===== config.mk =====
export PLATFORM = sky130hd
export DESIGN_NAME = adcrc_ctrl
export DESIGN_NICKNAME = d
export VERILOG_FILES = /design/src/rtl/adcrc_pkg.sv /design/src/rtl/adcrc_sync.sv /design/src/rtl/adcrc_timer.sv /design/src/rtl/adcrc_tag.sv /design/src/rtl/adcrc_ctrl.sv
export SDC_FILE = /design/constraint.sdc
export NUM_CORES = 1
export LEC_CHECK = 0
export BUFFER_PORTS_ARGS = -buffer_cell sky130_fd_sc_hd__buf_2
export CAP_MARGIN = 20
export CORE_MARGIN = 1
export CORE_UTILIZATION = 34
export DETAILED_ROUTE_END_ITERATION = 8
export GPL_ROUTABILITY_DRIVEN = 0
export PLACE_DENSITY_LB_ADDON = 0.05
export SYNTH_ARGS = -nofsm -noshare
export SYNTH_HDL_FRONTEND = slang
export SYNTH_SLANG_ARGS = --single-unit

===== constraint.sdc =====
create_clock -name clk -period 3.6 [get_ports clk]
set_clock_uncertainty 0.15 [all_clocks]
set_input_delay 0.72 -clock clk [delete_from_list [all_inputs] [get_ports clk]]
set_output_delay 0.72 -clock clk [all_outputs]
set_load 0.03 [all_outputs]

===== src/rtl/adcrc_pkg.sv =====
package adcrc_pkg;

  typedef enum logic [1:0] {
    ST_IDLE   = 2'd0,
    ST_SETUP  = 2'd1,
    ST_STROBE = 2'd2
  } rd_state_e;

endpackage


===== src/rtl/adcrc_sync.sv =====
// Multi-bit level synchronizer, one flop chain per bit.
module adcrc_sync #(
  parameter int               WIDTH   = 2,
  parameter int               STAGES  = 2,
  parameter logic [WIDTH-1:0] RST_VAL = '1
) (
  input  logic             clk,
  input  logic             rst,
  input  logic [WIDTH-1:0] d,
  output logic [WIDTH-1:0] q
);

  for (genvar b = 0; b < WIDTH; b++) begin : g_bit
    logic [STAGES-1:0] chain;
    always_ff @(posedge clk) begin
      if (rst) chain <= {STAGES{RST_VAL[b]}};
      else     chain <= {chain[STAGES-2:0], d[b]};
    end
    assign q[b] = chain[STAGES-1];
  end

endmodule


===== src/rtl/adcrc_timer.sv =====
// Loadable down counter; done while the count is zero.
module adcrc_timer #(
  parameter int W = 8
) (
  input  logic         clk,
  input  logic         rst,
  input  logic         load,
  input  logic [W-1:0] val,
  output logic         done
);

  logic [W-1:0] cnt;

  always_ff @(posedge clk) begin
    if (rst)             cnt <= '0;
    else if (load)       cnt <= val;
    else if (cnt != '0)  cnt <= cnt - 1'b1;
  end

  assign done = (cnt == '0);

endmodule


===== src/rtl/adcrc_tag.sv =====
// Remembers which channel the converter is holding a result for.
module adcrc_tag #(
  parameter int CH_W = 3
) (
  input  logic            clk,
  input  logic            rst,
  input  logic            acc,
  input  logic            acc_pipe,
  input  logic            shift,
  input  logic [CH_W-1:0] cur_chan,
  output logic [CH_W-1:0] prev_chan,
  output logic            prev_ok
);

  logic last_pipe;

  always_ff @(posedge clk) begin
    if (rst) begin
      prev_chan <= '0;
      prev_ok   <= 1'b0;
      last_pipe <= 1'b0;
    end else if (acc) begin
      last_pipe <= acc_pipe;
      if (acc_pipe != last_pipe) prev_ok <= 1'b0;
    end else if (shift) begin
      prev_chan <= cur_chan;
      prev_ok   <= 1'b1;
    end
  end

endmodule


===== src/rtl/adcrc_ctrl.sv =====
module adcrc_ctrl
  import adcrc_pkg::*;
#(
  parameter int CHANNELS    = 8,
  parameter int DATA_W      = 8,
  parameter int SETUP_CYC   = 2,
  parameter int PULSE_CYC   = 4,
  parameter int SPACE_CYC   = 125,
  parameter int GAP_CYC     = 25,
  parameter int TO_W        = 16,
  parameter int SYNC_STAGES = 2,
  localparam int CH_W       = (CHANNELS > 1) ? $clog2(CHANNELS) : 1
) (
  input  logic              clk,
  input  logic              rst,
  input  logic              cfg_pipe,
  input  logic [TO_W-1:0]   cfg_timeout,
  input  logic              req_valid,
  input  logic [CH_W-1:0]   req_chan,
  output logic              req_ready,
  output logic              adc_cs_n,
  output logic              adc_rd_n,
  output logic [CH_W-1:0]   adc_addr,
  input  logic              adc_int_n,
  input  logic              adc_rdy,
  input  logic [DATA_W-1:0] adc_data,
  output logic              out_valid,
  input  logic              out_ready,
  output logic [DATA_W-1:0] out_data,
  output logic [CH_W-1:0]   out_chan,
  output logic              err_timeout
);

  localparam int HOLD_MAX = (SPACE_CYC > GAP_CYC) ? SPACE_CYC : GAP_CYC;
  localparam int HOLD_W   = $clog2(HOLD_MAX + 1);
  localparam int FIX_MAX  = (SETUP_CYC > PULSE_CYC) ? SETUP_CYC : PULSE_CYC;
  localparam int FIX_W    = $clog2(FIX_MAX + 1);
  localparam int STEP_W   = (TO_W > FIX_W) ? TO_W : FIX_W;

  rd_state_e         st;
  logic              mode_q;
  logic              pend_q;
  logic              seen_low_q;
  logic [1:0]        sync_d, sync_q;
  logic              int_s, rdy_s;
  logic              step_ld, step_done;
  logic [STEP_W-1:0] step_val;
  logic              hold_ld, hold_done;
  logic [HOLD_W-1:0] hold_val;
  logic              accept, shift, end_ok, abort;
  logic [CH_W-1:0]   prev_chan;
  logic              prev_ok;

  // Converter status lines arrive asynchronously.
  assign sync_d = {adc_rdy, adc_int_n};

  adcrc_sync #(
    .WIDTH  (2),
    .STAGES (SYNC_STAGES),
    .RST_VAL(2'b11)
  ) u_sync (
    .clk(clk), .rst(rst), .d(sync_d), .q(sync_q)
  );

  assign int_s = sync_q[0];
  assign rdy_s = sync_q[1];

  // Per-state cycle count: setup, pulse width or timeout.
  adcrc_timer #(.W(STEP_W)) u_step (
    .clk(clk), .rst(rst), .load(step_ld), .val(step_val), .done(step_done)
  );

  // Hold-off between reads: start spacing (pipelined) or end gap (stretched).
  adcrc_timer #(.W(HOLD_W)) u_hold (
    .clk(clk), .rst(rst), .load(hold_ld), .val(hold_val), .done(hold_done)
  );

  adcrc_tag #(.CH_W(CH_W)) u_tag (
    .clk(clk), .rst(rst), .acc(accept), .acc_pipe(cfg_pipe), .shift(shift),
    .cur_chan(adc_addr), .prev_chan(prev_chan), .prev_ok(prev_ok)
  );

  // wait for the hold-off, a free output slot and a finished conversion.
  assign req_ready = (st == ST_IDLE) && hold_done && !out_valid && (!pend_q || !int_s);
  assign accept    = req_valid && req_ready;

  // end only after ready was seen held low and then released.
  assign end_ok = (st == ST_STROBE) && !mode_q && seen_low_q && rdy_s;
  assign abort  = (st == ST_STROBE) && !mode_q && !end_ok && step_done;
  assign shift  = (st == ST_STROBE) && mode_q && step_done;

  always_comb begin
    step_ld  = 1'b0;
    step_val = '0;
    hold_ld  = 1'b0;
    hold_val = '0;
    unique case (st)
      ST_IDLE: begin
        if (accept) begin
          step_ld  = 1'b1;
          step_val = STEP_W'(SETUP_CYC - 1);
        end
      end
      ST_SETUP: begin
        if (step_done) begin
          step_ld = 1'b1;
          if (mode_q) begin
            step_val = STEP_W'(PULSE_CYC - 1);
            hold_ld  = 1'b1;
            hold_val = HOLD_W'(SPACE_CYC);
          end else begin
            step_val = STEP_W'(cfg_timeout);
          end
        end
      end
      ST_STROBE: begin
        if (end_ok || abort) begin
          hold_ld  = 1'b1;
          hold_val = HOLD_W'(GAP_CYC);
        end
      end
      default: begin
        step_ld = 1'b0;
      end
    endcase
  end

  always_ff @(posedge clk) begin
    if (rst) begin
      st          <= ST_IDLE;
      adc_cs_n    <= 1'b1;
      adc_rd_n    <= 1'b1;
      adc_addr    <= '0;
      mode_q      <= 1'b0;
      pend_q      <= 1'b0;
      seen_low_q  <= 1'b0;
      out_valid   <= 1'b0;
      out_data    <= '0;
      out_chan    <= '0;
      err_timeout <= 1'b0;
    end else begin
      err_timeout <= 1'b0;
      if (out_valid && out_ready) out_valid <= 1'b0;
      unique case (st)
        ST_IDLE: begin
          if (accept) begin
            adc_addr <= req_chan;
            mode_q   <= cfg_pipe;
            pend_q   <= 1'b0;
            st       <= ST_SETUP;
          end
        end
        ST_SETUP: begin
          if (step_done) begin
            adc_cs_n   <= 1'b0;
            adc_rd_n   <= 1'b0;
            seen_low_q <= 1'b0;
            st         <= ST_STROBE;
          end
        end
        ST_STROBE: begin
          if (mode_q) begin
            if (step_done) begin
              adc_cs_n <= 1'b1;
              adc_rd_n <= 1'b1;
              pend_q   <= 1'b1;
              st       <= ST_IDLE;
              if (prev_ok) begin
                out_valid <= 1'b1;
                out_data  <= adc_data;
                out_chan  <= prev_chan;
              end
            end
          end else begin
            if (!rdy_s) seen_low_q <= 1'b1;
            if (end_ok) begin
              adc_cs_n  <= 1'b1;
              adc_rd_n  <= 1'b1;
              out_valid <= 1'b1;
              out_data  <= adc_data;
              out_chan  <= adc_addr;
              st        <= ST_IDLE;
            end else if (abort) begin
              adc_cs_n    <= 1'b1;
              adc_rd_n    <= 1'b1;
              err_timeout <= 1'b1;
              pend_q      <= 1'b1;
              st          <= ST_IDLE;
            end
          end
        end
        default: st <= ST_IDLE;
      endcase
    end
  end

endmodule


### Word-level counts from Yosys, hierarchy flattened

Cells that the tools add are included.

| storage, ports and cells | value |
|---|---|
| word-level logic and storage cells | 131 |
| input bits | 34 |
| bits in registers | 54 |
| output and inout port bits | 19 |

| cells by class | value |
|---|---|
| add/sub/neg operators | 2 |
| muxes and demuxes | 57 |
| bitwise operators | 2 |
| reductions and logical operators | 39 |
| equality and inequality tests | 14 |

Operator list:

| cell | number |
|---|---|
| 16-bit 2-to-1 mux | 4 |
| 8-bit 2-to-1 mux | 4 |
| 16-bit one-hot mux with 2 select lines | 1 |
| 7-bit 2-to-1 mux | 4 |
| 1-bit 2-to-1 mux | 26 |
| 16-bit zero test | 1 |
| 4-bit AND reduction | 4 |
| 16-bit nonzero test | 1 |
| 16-bit by 1-bit subtractor with 16-bit output (second input constant) | 1 |
| 7-bit one-hot mux with 2 select lines | 1 |
| 1-bit logical AND | 12 |
| 2-bit 2-to-1 mux | 6 |
| 3-bit 2-to-1 mux | 4 |
| 2-bit nonzero test | 6 |
| 1-bit one-hot mux with 2 select lines | 5 |
| 3-bit != test (second input constant) | 3 |
| 2-bit != test (second input constant) | 4 |
| 7-bit zero test | 1 |
| 7-bit nonzero test | 1 |
| 7-bit by 1-bit subtractor with 7-bit output (second input constant) | 1 |
| 2-bit by 1-bit != test with 1-bit output (second input constant) | 3 |
| 2-bit one-hot mux with 3 select lines | 1 |
| 2-bit AND reduction | 3 |
| 1-bit zero test | 5 |
| other kinds (10) | 12 |

### Depth between registers and ports, before layout

| depth | value |
|---|---|
| depth in word-level cells | 11 |
| gate-level depth with buffers | 10 |
| depth with buffers taken out | 7 |

### Hierarchy

Synthesis repeated with hierarchy kept, for this count alone.

| second synthesis, totals | value |
|---|---|
| cell total of the unflattened synthesis | 329 |
| area total of the unflattened synthesis | 2820.2 µm² |

By module, submodules not included:

| module | sequential area each (µm²) | times used | area each (µm²) | cells each |
|---|---|---|---|---|
| adcrc_ctrl | 440.4 | 1 | 1144.8 | 139 |
| adcrc_timer (u_step) | 320.3 | 1 | 964.7 | 116 |
| adcrc_timer (u_hold) | 140.1 | 1 | 399.1 | 47 |
| adcrc_tag | 100.1 | 1 | 191.4 | 17 |
| adcrc_sync | 80.1 | 1 | 120.1 | 10 |

### Worst setup path after synthesis

No wires, ideal clock.

| timing | value |
|---|---|
| path type | flip-flop to flip-flop |
| start point | reg u_step.cnt[0] |
| end point | reg out_data[4] |
| arrival | 2.380 ns |
| setup time | 0.128 ns |
| path slack | 0.942 ns |
| required time | 3.322 ns |
| stages on the path, launching flop included | 11 |
| cell sequence | dfxtp_1 -> inv_1 -> ha_1 -> or4b_1 -> buf_2 -> or4_4 -> buf_6 -> o22ai_4 -> buf_8 -> mux2i_1 -> nor2_1 |

| on the way | value |
|---|---|
| cells in the longest elaborated chain, start to end | 3 |

Ends and longest elaborated chain:

| item | line | source |
|---|---|---|
| from (decl) | adcrc_timer.sv:12 | `logic [W-1:0] cnt;` |
| from (signal assigned) | adcrc_timer.sv:16 | `else if (load) cnt <= val;` |
| from (signal assigned) | adcrc_timer.sv:17 | `else if (cnt != '0) cnt <= cnt - 1'b1;` |
| 16-bit zero test | adcrc_timer.sv:20 | `assign done = (cnt == '0);` |
| 2-bit by 1-bit != test with 1-bit output (no line) | n/a |  |
| 4-bit AND reduction (no line) | n/a |  |
| to (signal assigned) | adcrc_ctrl.sv:170 | `out_data <= adc_data;` |
| to (signal assigned) | adcrc_ctrl.sv:180 | `out_data <= adc_data;` |
| to (decl) | adcrc_ctrl.sv:29 | `output logic [DATA_W-1:0] out_data,` |

Every way passes these cells.
A chain may end at the register's enable or synchronous reset.

### Worst setup path in the final report

| timing | value |
|---|---|
| start point | reg u_step.cnt[0] |
| end point | reg out_data[0] |

The elaborated chain is that of the path after synthesis.

==> metrics <==
Yosys warning count 0; number of sinks on the clock net 54; remaining max-slew budget at the tightest pin 48.0%; setup violation total in the final timing report 0; Power Total 2.21 mW; area of the die 8060 um^2; total power per unit cell area 717 nW/um^2; Sw Pwr 888 uW; total grt overflow 0; CTS-repair resized insts 0; number of buffers inserted for hold repair after clock tree synthesis 0; sum of routed wire length over all layers 6310 um; critical path endpoint out_data[0]$_SDFFE_PP0P_; crit path cell chain inv_1, ha_1, or4b_1, or4_4, o22ai_4, mux2i_1, nor2_1; register area share after synthesis 41.3%; Max H-tree Level 2; overall global routing resource usage 16.7%; RSZ-0062 raised after global routing no; min-delay worst type reg2reg; half-perimeter wire length after placement 4560 um; Cell Area, Synth 2620 um^2; sequential group share of total power 36.3%; Area Growth Syn to Fin 17.5%; most frequent cells in the layout 54 x dfxtp_1, 52 x buf_2, 45 x nand2_1; critical path required time 3.66 ns; initial cell density of the core 35.6%; kind of launch point of the worst setup path flip-flop; critical path launch point u_step.cnt[0]$_SDFFE_PP0P_; nature of the critical path endpoint flip-flop; die outline height 89.8 um; drt first pass iters 4; remaining antenna violation count 0; cell row count 31; initial antenna violation count 0; number of buffer cells added on primary ports 52; Switching Fraction 40.3%; cts bufs inserted 5; internal power 1.32 mW; wire length of the first global-routing pass 10700 um; vias per cell 4.94; Worst EP arrival 2.97 ns; share of synthesized flip-flops with an asynchronous set or reset 0%; via count of the first global-routing pass 2191; FILL cells 776; Tightest Pin Transition 0.772 ns; startpoint-to-endpoint class of the critical path reg2reg; antenna diode instance count 0; per-cell routed wire length 13.9 um; count of cells along the worst register-to-register path 7; Synth Net Count 346; detailed-route DRC error count 0; Post-CTS Setup Bufs 0; buffer cell driving the clock tree root clkbuf_8; clock power share 20.3%; Placeable Area 7370 um^2; part of the total power dissipated in combinational logic 43.4%; Iteration-0 DRC Markers 105; cell count after synthesis 304; Post-synth top flop dfxtp_1; max-cap violations 0; max frequency 0.343 GHz; number of enable flip-flop cells after synthesis 0; critical-path maximum fanout 15; clock tree buffer depth 2; final period utilization 81.0%; worst setup slack for register-to-register paths 0.68 ns; result of the run complete, no violations; final critical-path required period 2.92 ns; CTS clock-pin slew for the worst setup and hold paths 0.10 ns; Distinct cells, synth 48; pin count of the biggest net entering global routing 38; endpoint of the lowest-slack register-to-register path out_data[0]$_SDFFE_PP0P_; via total after detailed routing 2236; Crit Reg-Reg Startpoint u_step.cnt[0]$_SDFFE_PP0P_; CP max-delay cell or4_4; LEAKAGE 1.22 nW; register bit total from synthesis 54; die width 89.8 um; Final Hold Violating Endpoints 0; Total Negative Setup Slacks 0 ns; clock tree from TritonCTS yes; fraction of layout cells with a size suffix above 1 22.3%; layout net count 395; syn_area_per_cell 8.62 um^2; peak supply drop 0.218 mV; highest cell delay on the worst timing path 0.65 ns; Top-Level Pins 53; count of final max-slew check failures 0; clock latency on the worst-skew pair 0.33 ns; most frequent standard cell in the layout excluding fill and tap cells dfxtp_1
critical path, delay by kind of cell (launching register included):
| family | cells | cell delay [ns] |
|---|---|---|
| AOI/OAI and AO/OA | 1 | 0.50 |
| adders and majority gates | 1 | 0.15 |
| buffers and inverters | 1 | 0.11 |
| DFF | 1 | 0.36 |
| muxes | 1 | 0.26 |
| and+or+nand+nor | 3 | 1.28 |
power groups by stage:
stage	Clock (mW)	Sequential, mW	Combinational [mW]
finish	0.448	0.801	0.956
global route	0.482	0.821	1.09
CTS	0.462	0.803	0.964
detailed placement	0	0.817	0.957
global placement	0	0.814	0.958
floorplan	0	0.808	0.729
metrics by stage:
| stage | hold WS, ns | instances | utilization, % | area [um^2] | setup WS (ns) |
|---|---|---|---|---|---|
| 6_report | 0.277 | 453 | 41.8 | 3080 | 0.684 |
| 5_1_grt | 0.303 | 453 | 41.8 | 3080 | 0.533 |
| 4_1_cts | 0.284 | 453 | 41.8 | 3080 | 0.654 |
| 3_5_place_dp | 0.249 | 445 | 40.1 | 2960 | 0.664 |
| 3_3_place_gp | 0.248 | 445 | 40.1 | 2960 | 0.707 |
| 2_1_floorplan | 0.239 | 304 | - | 2620 | 0.942 |
metal layers:
| metal | track usage [%] | part of all wire [%] |
|---|---|---|
| met1 | 23.5 | 53 |
| met2 | 25.3 | 41 |
| met3 | 3.21 | 4.8 |
| met4 | 5.74 | 1.2 |
| met5 | 0 | 0 |
cell families (layout without fill, tap and decap cells):
| group | Yosys count | after routing | synth area share [%] |
|---|---|---|---|
| AOI/OAI and AO/OA | 60 | 60 | 14.9 |
| muxes | 15 | 15 | 5.73 |
| DFF | 54 | 54 | 41.3 |
| buffers and inverters | 27 | 77 | 4.82 |
| xor gates and xnor gates | 16 | 16 | 5.35 |
| and+or+nand+nor | 124 | 124 | 24.1 |
| adders and majority gates | 8 | 8 | 3.82 |
cell type report:
type / count / area, um^2 / share of cell area (%)
clock inverters: 2 / 38.8 / 1.26
repair buffers: 56 / 290 / 9.43
clock buffers: 6 / 82.6 / 2.68
flip-flops and latches: 54 / 1080 / 35.1
well taps: 99 / 124 / 4.02
inverters: 13 / 48.8 / 1.59
multi-input cells: 223 / 1410 / 45.9
flip-flops by register name (all words and copies together) (netlist names):
| name | count |
|---|---|
| u_step.cnt | 16 |
| st | 2 |
| out_valid | 1 |
| seen_low_q | 1 |
| u_tag.prev_ok | 1 |
| u_tag.prev_chan | 3 |
| pend_q | 1 |
| mode_q | 1 |
| out_data | 8 |
| u_hold.cnt | 7 |
| u_sync.g_bit.chain | 4 |
| err_timeout | 1 |
| adc_addr | 3 |
| out_chan | 3 |
| u_tag.last_pipe | 1 |
| adc_rd_n | 1 |
how the worst min path moves through the flow:
| stage | from | endpoint | cells past startpoint |
|---|---|---|---|
| after global placement | u_sync.g_bit[0].chain[0]$_SDFF_PP1_ | u_sync.g_bit[0].chain[1]$_SDFF_PP1_ | 1 |
| after detailed placement | u_sync.g_bit[0].chain[0]$_SDFF_PP1_ | u_sync.g_bit[0].chain[1]$_SDFF_PP1_ | 1 |
| after floorplan | u_sync.g_bit[0].chain[0]$_SDFF_PP1_ | u_sync.g_bit[0].chain[1]$_SDFF_PP1_ | 1 |
| after global routing | u_sync.g_bit[0].chain[0]$_SDFF_PP1_ | u_sync.g_bit[0].chain[1]$_SDFF_PP1_ | 1 |
| final | u_sync.g_bit[0].chain[0]$_SDFF_PP1_ | u_sync.g_bit[0].chain[1]$_SDFF_PP1_ | 1 |
| after CTS | u_sync.g_bit[0].chain[0]$_SDFF_PP1_ | u_sync.g_bit[0].chain[1]$_SDFF_PP1_ | 1 |
synth_stat cells (3+ instances only):
| cell type | instances | area [um^2] |
|---|---|---|
| nand4_1 | 3 | 18.8 |
| nor3_1 | 4 | 20.0 |
| nand2_1 | 45 | 169 |
| nor4_1 | 6 | 37.5 |
| a211oi_2 | 3 | 37.5 |
| o21ai_0 | 16 | 80.1 |
| a22oi_1 | 5 | 37.5 |
| ha_1 | 8 | 100 |
| xor2_1 | 11 | 96.3 |
| dfxtp_1 | 54 | 1080 |
| a211oi_1 | 3 | 22.5 |
| nor2_1 | 26 | 97.6 |
| or2_2 | 4 | 25.0 |
| clkbuf_1 | 8 | 30.0 |
| xnor2_1 | 5 | 43.8 |
| or3_1 | 7 | 43.8 |
| nor2b_1 | 3 | 18.8 |
| inv_1 | 13 | 48.8 |
| nand3_1 | 4 | 20.0 |
| nor2_2 | 3 | 18.8 |
| or4_1 | 3 | 22.5 |
| mux2i_1 | 15 | 150 |
| a31oi_1 | 3 | 18.8 |
| a21oi_1 | 20 | 100 |
No activity file was read; power rests on OpenSTA's default activity.
